**config.mk**
```make
export PLATFORM = sky130hd
export DESIGN_NAME = decade_sample_clock
export DESIGN_NICKNAME = d
export VERILOG_FILES = /design/src/rtl/sclk_pkg.sv /design/src/rtl/sclk_rate_lut.sv /design/src/rtl/sclk_divider.sv /design/src/rtl/sclk_ext_edge.sv /design/src/rtl/decade_sample_clock.sv
export SDC_FILE = /design/constraint.sdc
export NUM_CORES = 1
export LEC_CHECK = 0
export BUFFER_PORTS_ARGS = -buffer_cell sky130_fd_sc_hd__clkbuf_2
export CORE_MARGIN = 5
export CORE_UTILIZATION = 32
export CTS_CLUSTER_DIAMETER = 120
export DETAILED_ROUTE_END_ITERATION = 16
export SLEW_MARGIN = 10
export SYNTH_ARGS = -nofsm -noshare
export SYNTH_HDL_FRONTEND = slang
export SYNTH_SLANG_ARGS = --single-unit
```
**constraint.sdc**
```tcl
create_clock -name clk -period 5.5 [get_ports clk]
set_clock_uncertainty 0.2 [all_clocks]
set_input_delay 1.1 -clock clk [delete_from_list [all_inputs] [get_ports clk]]
set_output_delay 1.1 -clock clk [all_outputs]
set_load 0.01 [all_outputs]
```
**src/rtl/sclk_pkg.sv**
```systemverilog
// Package for the decade-step sample clock generator.
// Holds the rate-code decode and the period arithmetic shared by the lookup.
// Assumes the fast system clock frequency is not below the slow one.
package sclk_pkg;

    localparam int CODE_W   = 5;
    localparam int TOP_CODE = 16;
    localparam int FALLBACK = 15;

    // Map a raw code onto the code whose rate is actually used.
    function automatic int eff_code(input int code, input bit fast);
        if (code > TOP_CODE || (code == TOP_CODE && !fast))
            return FALLBACK;
        return code;
    endfunction

    // Rate in Hz for an effective code: 1-2-5 steps per decade, 160 kHz at the top.
    function automatic int rate_hz(input int code);
        int mant;
        int r;
        if (code == TOP_CODE)
            return 160000;
        mant = (code % 3 == 0) ? 1 : ((code % 3 == 1) ? 2 : 5);
        r = mant;
        for (int i = 0; i < code / 3; i++)
            r = r * 10;
        return r;
    endfunction

    // Divider period in system clocks, never below two.
    function automatic int period_clks(input int code, input bit fast,
                                       input int fast_hz, input int slow_hz);
        int p;
        p = (fast ? fast_hz : slow_hz) / rate_hz(eff_code(code, fast));
        return (p < 2) ? 2 : p;
    endfunction

endpackage

```
**src/rtl/sclk_rate_lut.sv**
```systemverilog
// Rate lookup: returns the divider period for a rate code and clock select.
// The table is built at elaboration from the package arithmetic (2 x 32 entries).
// Assumes CNT_W can hold the slowest period on the fast clock.
module sclk_rate_lut
    import sclk_pkg::*;
#(
    parameter int FAST_CLK_HZ = 32_000_000,
    parameter int SLOW_CLK_HZ = 8_000_000,
    parameter int CNT_W       = 25
) (
    input  logic              fast_sel,
    input  logic [CODE_W-1:0] code,
    output logic [CNT_W-1:0]  period
);
    localparam int N_CODES = 1 << CODE_W;

    logic [CNT_W-1:0] tbl [2*N_CODES];

    // Fill one table entry per (clock select, code) pair.
    for (genvar s = 0; s < 2; s++) begin : g_speed
        for (genvar c = 0; c < N_CODES; c++) begin : g_code
            assign tbl[s*N_CODES + c] =
                CNT_W'(period_clks(c, s[0], FAST_CLK_HZ, SLOW_CLK_HZ));
        end
    end

    // Pick the entry for the current inputs.
    assign period = tbl[{fast_sel, code}];

endmodule

```
**src/rtl/sclk_divider.sv**
```systemverilog
// Terminal-count divider producing a one-cycle tick every `period` clocks.
// It is held at zero while disabled and restarts whenever the selection key changes.
// Assumes period >= 2.
module sclk_divider #(
    parameter int CNT_W = 25,
    parameter int KEY_W = 6
) (
    input  logic             clk,
    input  logic             rst_n,
    input  logic             en,
    input  logic [KEY_W-1:0] key,
    input  logic [CNT_W-1:0] period,
    output logic             tick
);
    logic [CNT_W-1:0] cnt;
    logic [KEY_W-1:0] key_q;
    logic             restart;

    assign restart = (key != key_q);
    assign tick    = en && !restart && (cnt == period - CNT_W'(1));

    // Remember the last selection so that a change can be seen.
    always_ff @(posedge clk) begin
        if (!rst_n) key_q <= '0;
        else        key_q <= key;
    end

    // Count up to the terminal value, clearing on disable, restart or wrap.
    always_ff @(posedge clk) begin
        if (!rst_n || !en || restart || tick) cnt <= '0;
        else                                 cnt <= cnt + CNT_W'(1);
    end

    // a disabled divider is empty on the following cycle.
    a_r6_hold_clear: assert property (@(posedge clk) disable iff (!rst_n)
        !en |=> cnt == '0);

    // with a stable selection the count never reaches the period.
    a_r2_cnt_bound: assert property (@(posedge clk) disable iff (!rst_n)
        (key == key_q) |-> cnt < period);

endmodule

```
**src/rtl/sclk_ext_edge.sv**
```systemverilog
// External clock capture: a two-flop synchroniser followed by a rising-edge detector.
// Assumes the pin is asynchronous to clk and stays high or low for at least two clocks.
module sclk_ext_edge (
    input  logic clk,
    input  logic rst_n,
    input  logic pin,
    output logic rise
);
    logic s1, s2, s3;

    // Bring the pin into the clock domain and keep one delayed copy.
    always_ff @(posedge clk) begin
        if (!rst_n) {s1, s2, s3} <= 3'b000;
        else        {s1, s2, s3} <= {pin, s1, s2};
    end

    assign rise = s2 && !s3;

    // an edge pulse never lasts two cycles.
    a_r8_rise_pulse: assert property (@(posedge clk) disable iff (!rst_n)
        rise |=> !rise);

endmodule

```
**src/rtl/decade_sample_clock.sv**
```systemverilog
// Decade-step sample clock generator (top).
// Drives a registered one-cycle conversion start to all channels. The start comes
// either from the internal rate divider or from the synchronised external clock edge,
// and only while armed.
// Assumes FAST_CLK_HZ >= SLOW_CLK_HZ.
module decade_sample_clock
    import sclk_pkg::*;
#(
    parameter int FAST_CLK_HZ = 32_000_000,
    parameter int SLOW_CLK_HZ = 8_000_000,
    parameter int N_CH        = 16
) (
    input  logic              clk,
    input  logic              rst_n,
    input  logic              fast_clk_sel,
    input  logic [CODE_W-1:0] rate_code,
    input  logic              ext_clk_en,
    input  logic              arm,
    input  logic              ext_clk_pin,
    output logic [N_CH-1:0]   conv_start
);
    localparam int CNT_W = $clog2(FAST_CLK_HZ + 1);
    localparam int KEY_W = CODE_W + 1;

    logic [CNT_W-1:0] period;
    logic             int_tick;
    logic             ext_rise;
    logic             start_q;

    sclk_rate_lut #(
        .FAST_CLK_HZ(FAST_CLK_HZ),
        .SLOW_CLK_HZ(SLOW_CLK_HZ),
        .CNT_W      (CNT_W)
    ) u_lut (
        .fast_sel(fast_clk_sel),
        .code    (rate_code),
        .period  (period)
    );

    sclk_divider #(
        .CNT_W(CNT_W),
        .KEY_W(KEY_W)
    ) u_div (
        .clk   (clk),
        .rst_n (rst_n),
        .en    (arm && !ext_clk_en),
        .key   ({fast_clk_sel, rate_code}),
        .period(period),
        .tick  (int_tick)
    );

    sclk_ext_edge u_edge (
        .clk  (clk),
        .rst_n(rst_n),
        .pin  (ext_clk_pin),
        .rise (ext_rise)
    );

    // Register the selected, armed strobe source.
    always_ff @(posedge clk) begin
        if (!rst_n) start_q <= 1'b0;
        else        start_q <= arm && (ext_clk_en ? ext_rise : int_tick);
    end

    // Fan the single strobe out to every channel.
    for (genvar ch = 0; ch < N_CH; ch++) begin : g_fanout
        assign conv_start[ch] = start_q;
    end

    // a strobe is only issued if the unit was armed on the previous edge.
    a_r9_armed_only: assert property (@(posedge clk) disable iff (!rst_n)
        start_q |-> $past(arm));

    // strobes are single-cycle.
    a_r5_one_cycle: assert property (@(posedge clk) disable iff (!rst_n)
        start_q |=> !start_q);

    // in external mode a strobe follows a detected pin edge.
    a_r8_ext_source: assert property (@(posedge clk) disable iff (!rst_n)
        (start_q && $past(ext_clk_en)) |-> $past(ext_rise));

endmodule

```
Word level (Yosys, flattened, before mapping)

Memories as Yosys holds them, arrays and structs flattened.
Cells that the tools add are included.
W data, S select, Z words.

Memories kept: 1
Output and inout bits: 16
Register bits: 35
Word-level logic and storage cells: 29
Bits of input ports: 11
ROM bits: 1600

Memory list:

| name             | words | bits a word | rd ports | clocked after Yosys merged registers in | wr ports | RTL line            | RTL |
|---|---|---|---|---|---|---|---|
| (name not given) | 64    | 25          | 1        | 0                                       | 0        | sclk_rate_lut.sv:28 | `assign period = tbl[{fast_sel, code}];` |

Add/subtract/negate cells: 2
Reductions and logical operators: 13
Multiplexer cells: 3
$lt $le $gt $ge: 1
Eq/ne operators: 2
Bitwise logic cells: 1

Operator list:

| kind                    | number |
|---|---|
| $mux W25                | 2 |
| $add A25 B1 Y25 const B | 1 |
| $eq A25 B25 Y1          | 1 |
| $sub A25 B1 Y25 const B | 1 |
| $ge A7 B7 Y1 const B    | 1 |
| $not A6 Y7              | 1 |
| $ne A6 B6 Y1            | 1 |
| $logic_and A1 B1 Y1     | 5 |
| $logic_not A1 Y1        | 5 |
| $logic_or A1 B1 Y1      | 3 |
| $mux W1                 | 1 |

Longest topological paths before layout

Gate-level depths: netlist of run 1.

Depth in word-level cells: 9
Gate-level depth with buffers: 16
Depth with buffers taken out: 14

By module

A second synthesis of run 1 with hierarchy kept.

Cells, all modules: 418
Area, all modules: 3350.7 um2

By module, submodules not included:

| module              | cells each | instances | area each (um2) | sequential area each (um2) |
|---|---|---|---|---|
| sclk_divider        | 274        | 1         | 2329.7          | 620.6 |
| sclk_rate_lut       | 116        | 1         | 762.0           | 0.0 |
| decade_sample_clock | 21         | 1         | 166.4           | 20.0 |
| sclk_ext_edge       | 7          | 1         | 92.6            | 60.1 |

Worst setup path after synthesis of run 1

No wires, ideal clock.

Path kind: input -> register
Start point: in rate_code[0]
End point: reg u_div.cnt[17]
Path slack: 0.949 ns
Arrival time: 4.236 ns
Buffers on the path: 3
Stages on the path: 16
Required time: 5.185 ns
Library setup time: 0.115 ns
Cells stage by stage: clkbuf_1 -> inv_1 -> ha_1 -> nand2_1 -> nor3_1 -> nand2_1 -> ha_1 -> o211ai_2 -> or2_1 -> buf_2 -> or4_4 -> mux2i_1 -> nor4_1 -> a41o_4 -> buf_6 -> nor2_1

Longest elaborated chain between the ends: 8
Elaborated cells between the ends (all ways): 12
Those cells by class: add/sub (1); eq/ne (2); mux (2); bitwise (1); reduce/logical (5); memory (1)

RTL lines:

| item                                         | RTL line                  | RTL |
|---|---|---|
| start: declaration                           | decade_sample_clock.sv:16 | `input logic [CODE_W-1:0] rate_code,` |
| $not A6 Y7 (implied by the code)             | sclk_rate_lut.sv:28       |  |
| $mem_v2 Z64 W25                              | --                        |  |
| $mux W25 (implied by the code) (2 in series) | sclk_rate_lut.sv:28       |  |
| $sub A25 B1 Y25                              | sclk_divider.sv:20        | `assign tick = en && !restart && (cnt == period - CNT_W'(1));` |
| $eq A25 B25 Y1                               | sclk_divider.sv:20        |  |
| $logic_and A1 B1 Y1                          | sclk_divider.sv:20        |  |
| $logic_or A1 B1 Y1 (*)                       | sclk_divider.sv:30        | `if (!rst_n \|\| !en \|\| restart \|\| tick) cnt <= '0;` |
| end signal: assignment                       | sclk_divider.sv:31        | `else cnt <= cnt + CNT_W'(1);` |
| end: declaration                             | sclk_divider.sv:15        | `logic [CNT_W-1:0] cnt;` |

Every way passes the cells marked *; elsewhere a longest branch is shown, timed or not. The select of a mux whose other input is x is not followed.
A chain may end at the register's enable or synchronous reset.

Final worst setup path of run 1

Start point: in rate_code[0]
End point: reg u_div.cnt[9]

Same word-level chain as after synthesis.

==> out/summary.md, run 1 <==
Setup repair after global routing left no endpoint under its margin. Compared with the post-synthesis result, the final layout area differs by 5.68%. After floorplanning, the core was divided into 35 placement rows.

The floorplan step defined a die boundary enclosing 0.0114 sq mm. Post-synthesis sequential area ratio: 0.234. Depth of the most critical reg-to-reg path: 8.

The first routing iteration left 98 violations. The tools report the critical path launch point type as a primary input. Post-CTS repair changed the size of 0 cells. The flow ran to the end, and the final reports show no timing, DRC or antenna violations.

The share of the cycle needed by the critical path after routing is 0.861, and the final net count is 397. The pre-CTS worst setup slack was 0.487 ns. The Yosys step of the flow raised 0 warnings.

Summed over all nets, the half-perimeter wirelength after detailed placement is 5.35 mm. For the final number of hold-violating endpoints, the log shows 0. At the later pin of the worst-skew pair, clock insertion delay measures 0.29 ns. The number of placed instances, taps included, is 481. Number of setup violations in the final report: 0.

Setup slack closes at 0.763 ns. TritonCTS built the clock tree. The number of buffer and inverter instances along the worst setup path works out to 2.

The die is 107 um wide. The predominant post-synthesis flop cell is sky130_fd_sc_hd__dfxtp_1. Slew at the pin closest to its max-slew limit: 0.582 ns.

The placed instances occupy a cell area of 0.00305 sq mm. The first global-routing pass estimated 11.3 mm of wire. The logs give 2 for the total number of H-tree levels and 4.70 ns for the critical path arrival. The proportion of layout cells with a drive suffix above 1 was 0.138. The via count of the first global-routing pass was 2376. The detail route stage leaves a number of antenna-violating nets equal to 0. Counting flops with a built-in enable in the synthesized netlist gives 0.

In this run the static leakage power is 1.12 nW. The tree built by TritonCTS fans out to 35 sinks. The number of max-slew violations in the final report is 0, and the setup slack on the worst flop-to-flop path is 2.78 ns. Setup total negative slack on the finished layout was measured at 0 ns. The number of standard cells in the layout, taps in and fillers out was 489.

For this block, the via count after detailed routing is 2578. After synthesis, the mean cell area works out to 7.88 sq um. For this design, the CTS-stage hold fixing added 0 buffers. The number of setup buffers added after CTS is 0.

The worst setup path is of the primary input to flop kind. The repair_antennas step left the layout with diodes totalling 0. The peak clock frequency supported by timing was 211 MHz; the final critical path time including I/O delays and setup was 4.74 ns.

Along the worst path, the maximum fanout reaches 25. The most critical setup path has its startpoint at rate_code[0]. Counting every instance in the synthesized netlist gives 380.

The summed instance area of the synthesized netlist was 0.00300 sq mm; the number of unique standard cell types used by synthesis was 59. The global-route total usage across every layer came out at 0.122. The worst relative slew slack was 0.612. Clock root buffer master: sky130_fd_sc_hd__clkbuf_8. Largest net degree at the start of global routing: 39.

The worst hold path begins at u_edge.s1. The family with the most delay on the worst path was simple AND/OR/NAND/NOR gates. The run gives 6.96 mm as the total wire length. The buffer depth of the longest clock path was 2; the hold path depth was 1. When the netlist entered floorplanning its net count stood at 400.

Clock tree synthesis inserted a total of 5 buffers. The finished cells cover 0.00317 sq mm. The tools report the worst min-delay path endpoint as u_edge.s2. The data required time at the worst endpoint came out at 5.46 ns. The run gives 4 as the first-pass iteration count of the detailed router. The launch point of the worst reg-to-reg path is u_div.cnt[0].

Routability congestion estimate: 0.849. The slowest stage of the critical path belongs to the cell sky130_fd_sc_hd__a41o_4. The die is 107 um tall. The number of I/O pins was 27. On the worst path, the slowest cell contributes a delay of 0.45 ns. The number of port buffers came out at 26. The worst register-to-register path ends at u_div.cnt[9]. The total overflow left after global routing is 0. Max-cap violations in this run came to 0. Using the TritonRoute via totals, the vias-per-cell ratio works out to 5.27.

Counting flops and latches in the post-synthesis netlist gives 35. The starting utilization of the core area came out at 0.326. In the final routed layout, each cell accounts on average for 14.2 um. Traced cell by cell, the critical path runs through clkbuf_2, inv_1, ha_1, nand2_1, nor3_1, nand2_1, ha_1, xor2_1, xnor2_1, or3_1, nor4_1, nand4_1, nor4_1, a41o_4, nor2_1. Power per standard cell area: 199 mW/mm^2.

In the routed design, unresolved DRC markers number 0. The logs give 0 for the number of antenna violations at the first check in global routing and 0.00920 sq mm for the area of the core. The clock-pin slew on the worst setup and hold paths is 0.07 ns, and the final total power is 0.630 mW.

The worst-case vdd ir drop is 0.0874 mV. STA classifies the critical path endpoint as a flop. The path class of the tightest hold or removal check is flop to flop. The proportion of synthesized flip-flops having asynchronous set or reset came out at 0.
per-layer routing:
layer  vias up  wire length, um  GRT usage
met2        58             3230      0.206
met3         7              384     0.0247
met5         -                0          0
li1       1298                -          -
met4         0               66     0.0265
met1      1215             3280      0.160
synthesized netlist by cell type, drive strengths merged (2+ instances only):
library cell	count	area (sq um)
a211o	3	26.3
a211oi	4	35.0
a21oi	8	40.0
a221oi	3	38.8
a22oi	2	15.0
a31oi	3	18.8
a32oi	2	17.5
and2	11	68.8
and3	4	25.0
and4	4	35.0
buf	27	194
clkbuf	12	45.0
dfxtp	35	701
ha	9	113
inv	9	33.8
mux2	2	26.3
mux2i	10	100
nand2	26	97.6
nand2b	13	81.3
nand3	11	55.1
nand3b	3	22.5
nand4	5	31.3
nor2	45	169
nor2b	8	50.1
nor3	11	55.1
nor4	5	31.3
o211ai	5	42.5
o21a	2	15.0
o21ai	12	60.1
o21bai	2	15.0
o221a	2	22.5
o22ai	3	18.8
o32ai	2	17.5
or2	7	43.8
or3	3	18.8
xnor2	34	298
xor2	19	166
flip-flops by register name, summed over array words and instances (netlist names):
| register | flops |
|---|---|
| u_div.cnt | 25 |
| u_edge.s2 | 1 |
| start_q | 1 |
| u_edge.s3 | 1 |
| u_edge.s1 | 1 |
| u_div.key_q | 6 |
worst reg2reg max path: cells and delay by family (launching register included):
kind / cells / cell delay [ns]
AO/OA/AOI/OAI: 1 / 0.45
adder cells (fa/ha/maj): 1 / 0.21
flip-flops: 1 / 0.36
AND/OR/NAND/NOR: 6 / 1.37
layout make-up:
| class | count | area [sq um] |
|---|---|---|
| tap | 111 | 139 |
| clock buffer | 6 | 82.6 |
| multi-input combinational | 297 | 2020 |
| inverter | 9 | 33.8 |
| sequential | 35 | 701 |
| fill | 982 | 6030 |
| timing repair buffer | 29 | 153 |
| clock inverter | 2 | 35.0 |
cell usage in the layout, fill, tap and decap left out, types with 5 or more instances in the layout:
| cell type | count |
|---|---|
| sky130_fd_sc_hd__nand2b_1 | 13 |
| sky130_fd_sc_hd__o21ai_0 | 11 |
| sky130_fd_sc_hd__ha_1 | 9 |
| sky130_fd_sc_hd__mux2i_1 | 10 |
| sky130_fd_sc_hd__nor4_1 | 5 |
| sky130_fd_sc_hd__a21oi_1 | 8 |
| sky130_fd_sc_hd__and2_1 | 11 |
| sky130_fd_sc_hd__nand4_1 | 5 |
| sky130_fd_sc_hd__clkbuf_2 | 26 |
| sky130_fd_sc_hd__xor2_1 | 19 |
| sky130_fd_sc_hd__clkbuf_8 | 6 |
| sky130_fd_sc_hd__nand3_1 | 11 |
| sky130_fd_sc_hd__nand2_1 | 26 |
| sky130_fd_sc_hd__xnor2_1 | 34 |
| sky130_fd_sc_hd__nor2b_1 | 8 |
| sky130_fd_sc_hd__nor3_1 | 11 |
| sky130_fd_sc_hd__dfxtp_1 | 35 |
| sky130_fd_sc_hd__inv_1 | 9 |
| sky130_fd_sc_hd__nor2_1 | 45 |
report_power, final:
| group | leakage, nW | switching, mW | internal [mW] |
|---|---|---|---|
| clock network | 0.0612 | 0.0933 | 0.147 |
| registers | 0.284 | 0.00144 | 0.257 |
| logic | 0.778 | 0.0791 | 0.0528 |
| total | 1.12 | 0.174 | 0.456 |
stage by stage:
step | utilization | hold slack, ns
5_1_grt | 0.344 | 0.270
6_report | 0.344 | 0.245
3_5_place_dp | 0.331 | 0.235
2_1_floorplan | - | 0.212
3_3_place_gp | 0.331 | 0.233
4_1_cts | 0.344 | 0.256
worst max path at each step:
stage               endpoint  slack (ns)  depth (start not counted)
3_5_place_dp   u_div.cnt[15]        0.49                         15
2_1_floorplan  u_div.cnt[17]        0.95                         16
4_1_cts         u_div.cnt[9]        0.77                         15
6_report        u_div.cnt[9]        0.76                         15
3_3_place_gp   u_div.cnt[18]        0.55                         12
5_1_grt         u_div.cnt[2]        0.41                         15
cells by family after synthesis:
logic type,count (synthesis),share of synthesized area
buffers and inverters,48,0.0911
adder cells (fa/ha/maj),9,0.0376
XOR/XNOR,53,0.155
AO/OA/AOI/OAI,63,0.162
flip-flops,35,0.234
AND/OR/NAND/NOR,159,0.271
multiplexers,13,0.0497
No activity file was read; power rests on OpenSTA's default activity.
==> inputs of run 2 (changes only) <==
- REMOVE_ABC_BUFFERS: unset -> 1
- SLEW_MARGIN: 10 -> unset
==> run 2 against run 1 <==
Non-clock buffer count unchanged. Largest power group unchanged. Clock power down 9.2%. Fmax down 0.44%. Via count down 0.39%. Utilization down 0.15 points.
==> out/summary.md, run 2 (synthesis results as in run 1) <==
The run finished with clean final reports. In the final layout, the registers with the most flip-flops are u_div.cnt: 25 flops, u_div.key_q: 6 flops. The post-route worst setup slack was 0.742 ns (-0.0210 ns); the number of gates resized after cts was 0 (unchanged). The switching portion of total power was 0.303 (+0.0271); the worst-case vdd ir drop was 0.0785 mV (-10%). Via count of the first global-routing pass: 2410 (+1.4%). The area taken by multi-input logic gates was 0.00202 sq mm (unchanged); the register area was 701 sq um (unchanged).

The final critical path time including I/O delays and setup came out at 4.76 ns (+0.0210 ns). In the layout the commonest cells are 45 x sky130_fd_sc_hd__nor2_1, 35 x sky130_fd_sc_hd__dfxtp_1, 34 x sky130_fd_sc_hd__xnor2_1. The tools report the number of setup buffers added after CTS as 0 (unchanged). The slew at the pin closest to its max-slew limit was 0.543 ns (-0.0392 ns); the area added between synthesis and finish was 5.22%. The max-capacitance violation count was 0 (unchanged); the average wire per cell in the routed design was 14.2 um (-0.14%).

The worst hold path belongs to the class flop to flop. Fraction of power consumed by combinational cells: 0.216 (+0.007). The number of hold-repair buffers added at the cts stage is 0 (unchanged), and the vertical extent of the die is 107 um (unchanged).

The share of the cycle needed by the critical path after routing was 0.865 (+0.00381); the peak clock frequency supported by timing was 210 MHz (-0.44%). The hold path depth is 1 (unchanged), and the number of I/O pins is 27 (unchanged). Count of routing violations after the opening detailed-route iteration: 127 (+30%). The tools report the row count as 35 (unchanged). The tools report the endpoint type of the worst setup path as a flop.

Setup repair after global routing left no endpoint under its margin. The library cell used most frequently in the layout, excluding fill and tap cells, is sky130_fd_sc_hd__nor2_1. The startpoint identified for the worst hold timing path is u_div.cnt[0]. The HPWL after detailed placement is 5.19 mm (-3.1%), and the critical path arrival is 4.74 ns (+0.04 ns). The run gives 0 (unchanged) as the antenna cell count.

The aggregate global routing overflow is 0 (unchanged), and the share of power burned in the clock network is 0.359 (-0.022). The largest net degree at the start of global routing is 29 (-26%). The buffer depth of the longest clock path is 2 (unchanged). The final net count was 397 (unchanged); the flip-flop count of the largest register, all copies and words added was 25 (unchanged). For the first-pass iteration count of the detailed router, the log shows 4 (unchanged). The final number of hold-violating endpoints was 0 (unchanged). The signal on the critical path passes through clkbuf_2, inv_1, ha_1, nand2_1, nor3_1, nand2_1, ha_1, xor2_1, xnor2_1, or3_1, nor4_1, nand4_1, nor4_1, a41o_4, nor2_1. The logs give 0 (unchanged) for the number of antenna violations at the first check in global routing and 0 (unchanged) for the final routed DRC violation total.

The tools report the data required time at the worst endpoint as 5.48 ns (+0.02 ns). The tools report the pre-CTS worst setup slack as 0.462 ns (-0.0257 ns). The post-route setup TNS is 0 ns (unchanged). In this run the worst setup path terminates at u_div.cnt[20].

The worst setup path is launched from a primary input. The proportion of layout cells with a drive suffix above 1 is 0.138 (unchanged), and the global-route total usage across every layer is 0.126 (+0.00466). The clock-pin slew on the worst setup and hold paths works out to 0.08 ns (about the same). The power per standard cell area is 193 mW/mm^2 (-3.2%).

The worst relative slew slack came out at 0.637 (+0.0245). The maximum fanout count along the critical path is 25 (unchanged), and the number of fill cells is 960 (-2.2%). Power share of the sequential group: 0.425 (+0.015).

For the total wire length, the log shows 6.95 mm (-0.14%). The number of port buffers is 26 (unchanged), and the area of the core is 0.00920 sq mm (unchanged). The clock root buffer master is sky130_fd_sc_hd__clkbuf_8. TritonCTS built the clock tree. The via total after detailed routing is 2568 (-0.39%), and the routability congestion estimate is 0.888 (+4.6%). Largest register by flop count: u_div.cnt.

The net switching power came out at 0.184 mW (+5.9%). The routed via count divided by cell count was 5.25 (-0.39%); the setup slack on the worst flop-to-flop path was 2.76 ns (-0.02 ns). Number of setup violations in the final report: 0 (unchanged).

The die outline area was 0.0114 sq mm (unchanged). The run gives 1.11 nW (-0.95%) as the leakage power total. The wire length of the first global-routing pass was 11.7 mm (+3.8%).

The tools report the total number of H-tree levels as 2 (unchanged). The source-to-sink clock delay at the later pin of the worst-skew pair was 0.30 ns (about the same); the delay of the slowest cell on the worst path was 0.46 ns (about the same). The startpoint identified for the worst register-to-register timing path is u_div.cnt[0].

The internal power of the cells is 0.423 mW (-7.2%), and the number of sinks handled by clock tree synthesis is 35 (unchanged). The run gives 0.326 (unchanged) as the starting utilization of the core area. The largest individual stage delay along the critical path comes from the cell sky130_fd_sc_hd__a41o_4. The depth of the most critical reg-to-reg path came out at 8 (unchanged). The worst setup path is of the primary input to flop kind. The tools report the number of max-slew violations in the final report as 0 (unchanged). The tools report the number of buffers created by CTS as 5 (unchanged). The tools report the timing startpoint of the critical path as rate_code[0].

Die outline width: 107 um (unchanged). The worst register-to-register path ends at u_div.cnt[20]. The count of nets left with antenna violations after detail routing is 0 (unchanged).
-- run 2: routing by layer --
layer  vias up  share of wire  GRT usage
met5         -              0          0
li1       1293              -          -
met1      1193           0.48      0.167
met4         0          0.026     0.0548
met2        68           0.45      0.205
met3        14          0.049     0.0181
-- run 2: power groups by stage --
stage | Combinational [mW] | Clock, mW | Sequential, mW
global route | 0.146 | 0.233 | 0.258
floorplan | 0.0872 | 0 | 0.264
global placement | 0.129 | 0 | 0.264
finish | 0.131 | 0.218 | 0.258
CTS | 0.131 | 0.222 | 0.258
detailed placement | 0.130 | 0 | 0.264
-- run 2: layout make-up --
class / count / share of cell area
Clock buffer: 7 / 0.0306
Clock inverter: 1 / 0.00238
Inverter: 9 / 0.0107
Multi-Input combinational cell: 297 / 0.642
Sequential cell: 35 / 0.222
Tap cell: 111 / 0.0441
Timing Repair Buffer: 29 / 0.0484
-- run 2: worst min path at each step --
| stage | end |
|---|---|
| after global routing | u_div.cnt[0] |
| after detailed placement | u_edge.s2 |
| final | u_div.cnt[0] |
| after floorplan | u_edge.s2 |
| after global placement | u_edge.s2 |
| after CTS | u_edge.s2 |
-- run 2: per-stage QoR --
stage               area [sq um]  power (mW)  hold slack [ns]   util  cells
finish                      3150       0.607            0.247  0.343    489
global route                3150       0.637            0.276  0.343    489
CTS                         3150       0.611            0.254  0.343    489
detailed placement          3050       0.394            0.237  0.331    481
global placement            3050       0.393            0.226  0.331    481
floorplan                   2760       0.352            0.212      -    341
-- run 2: critical path, delay by kind of cell --
| kind | cells | cell delay, ns |
|---|---|---|
| adder cells (fa/ha/maj) | 2 | 0.57 |
| AO/OA/AOI/OAI | 1 | 0.46 |
| XOR/XNOR | 2 | 0.30 |
| AND/OR/NAND/NOR | 8 | 1.82 |
| buffers and inverters | 2 | 0.46 |
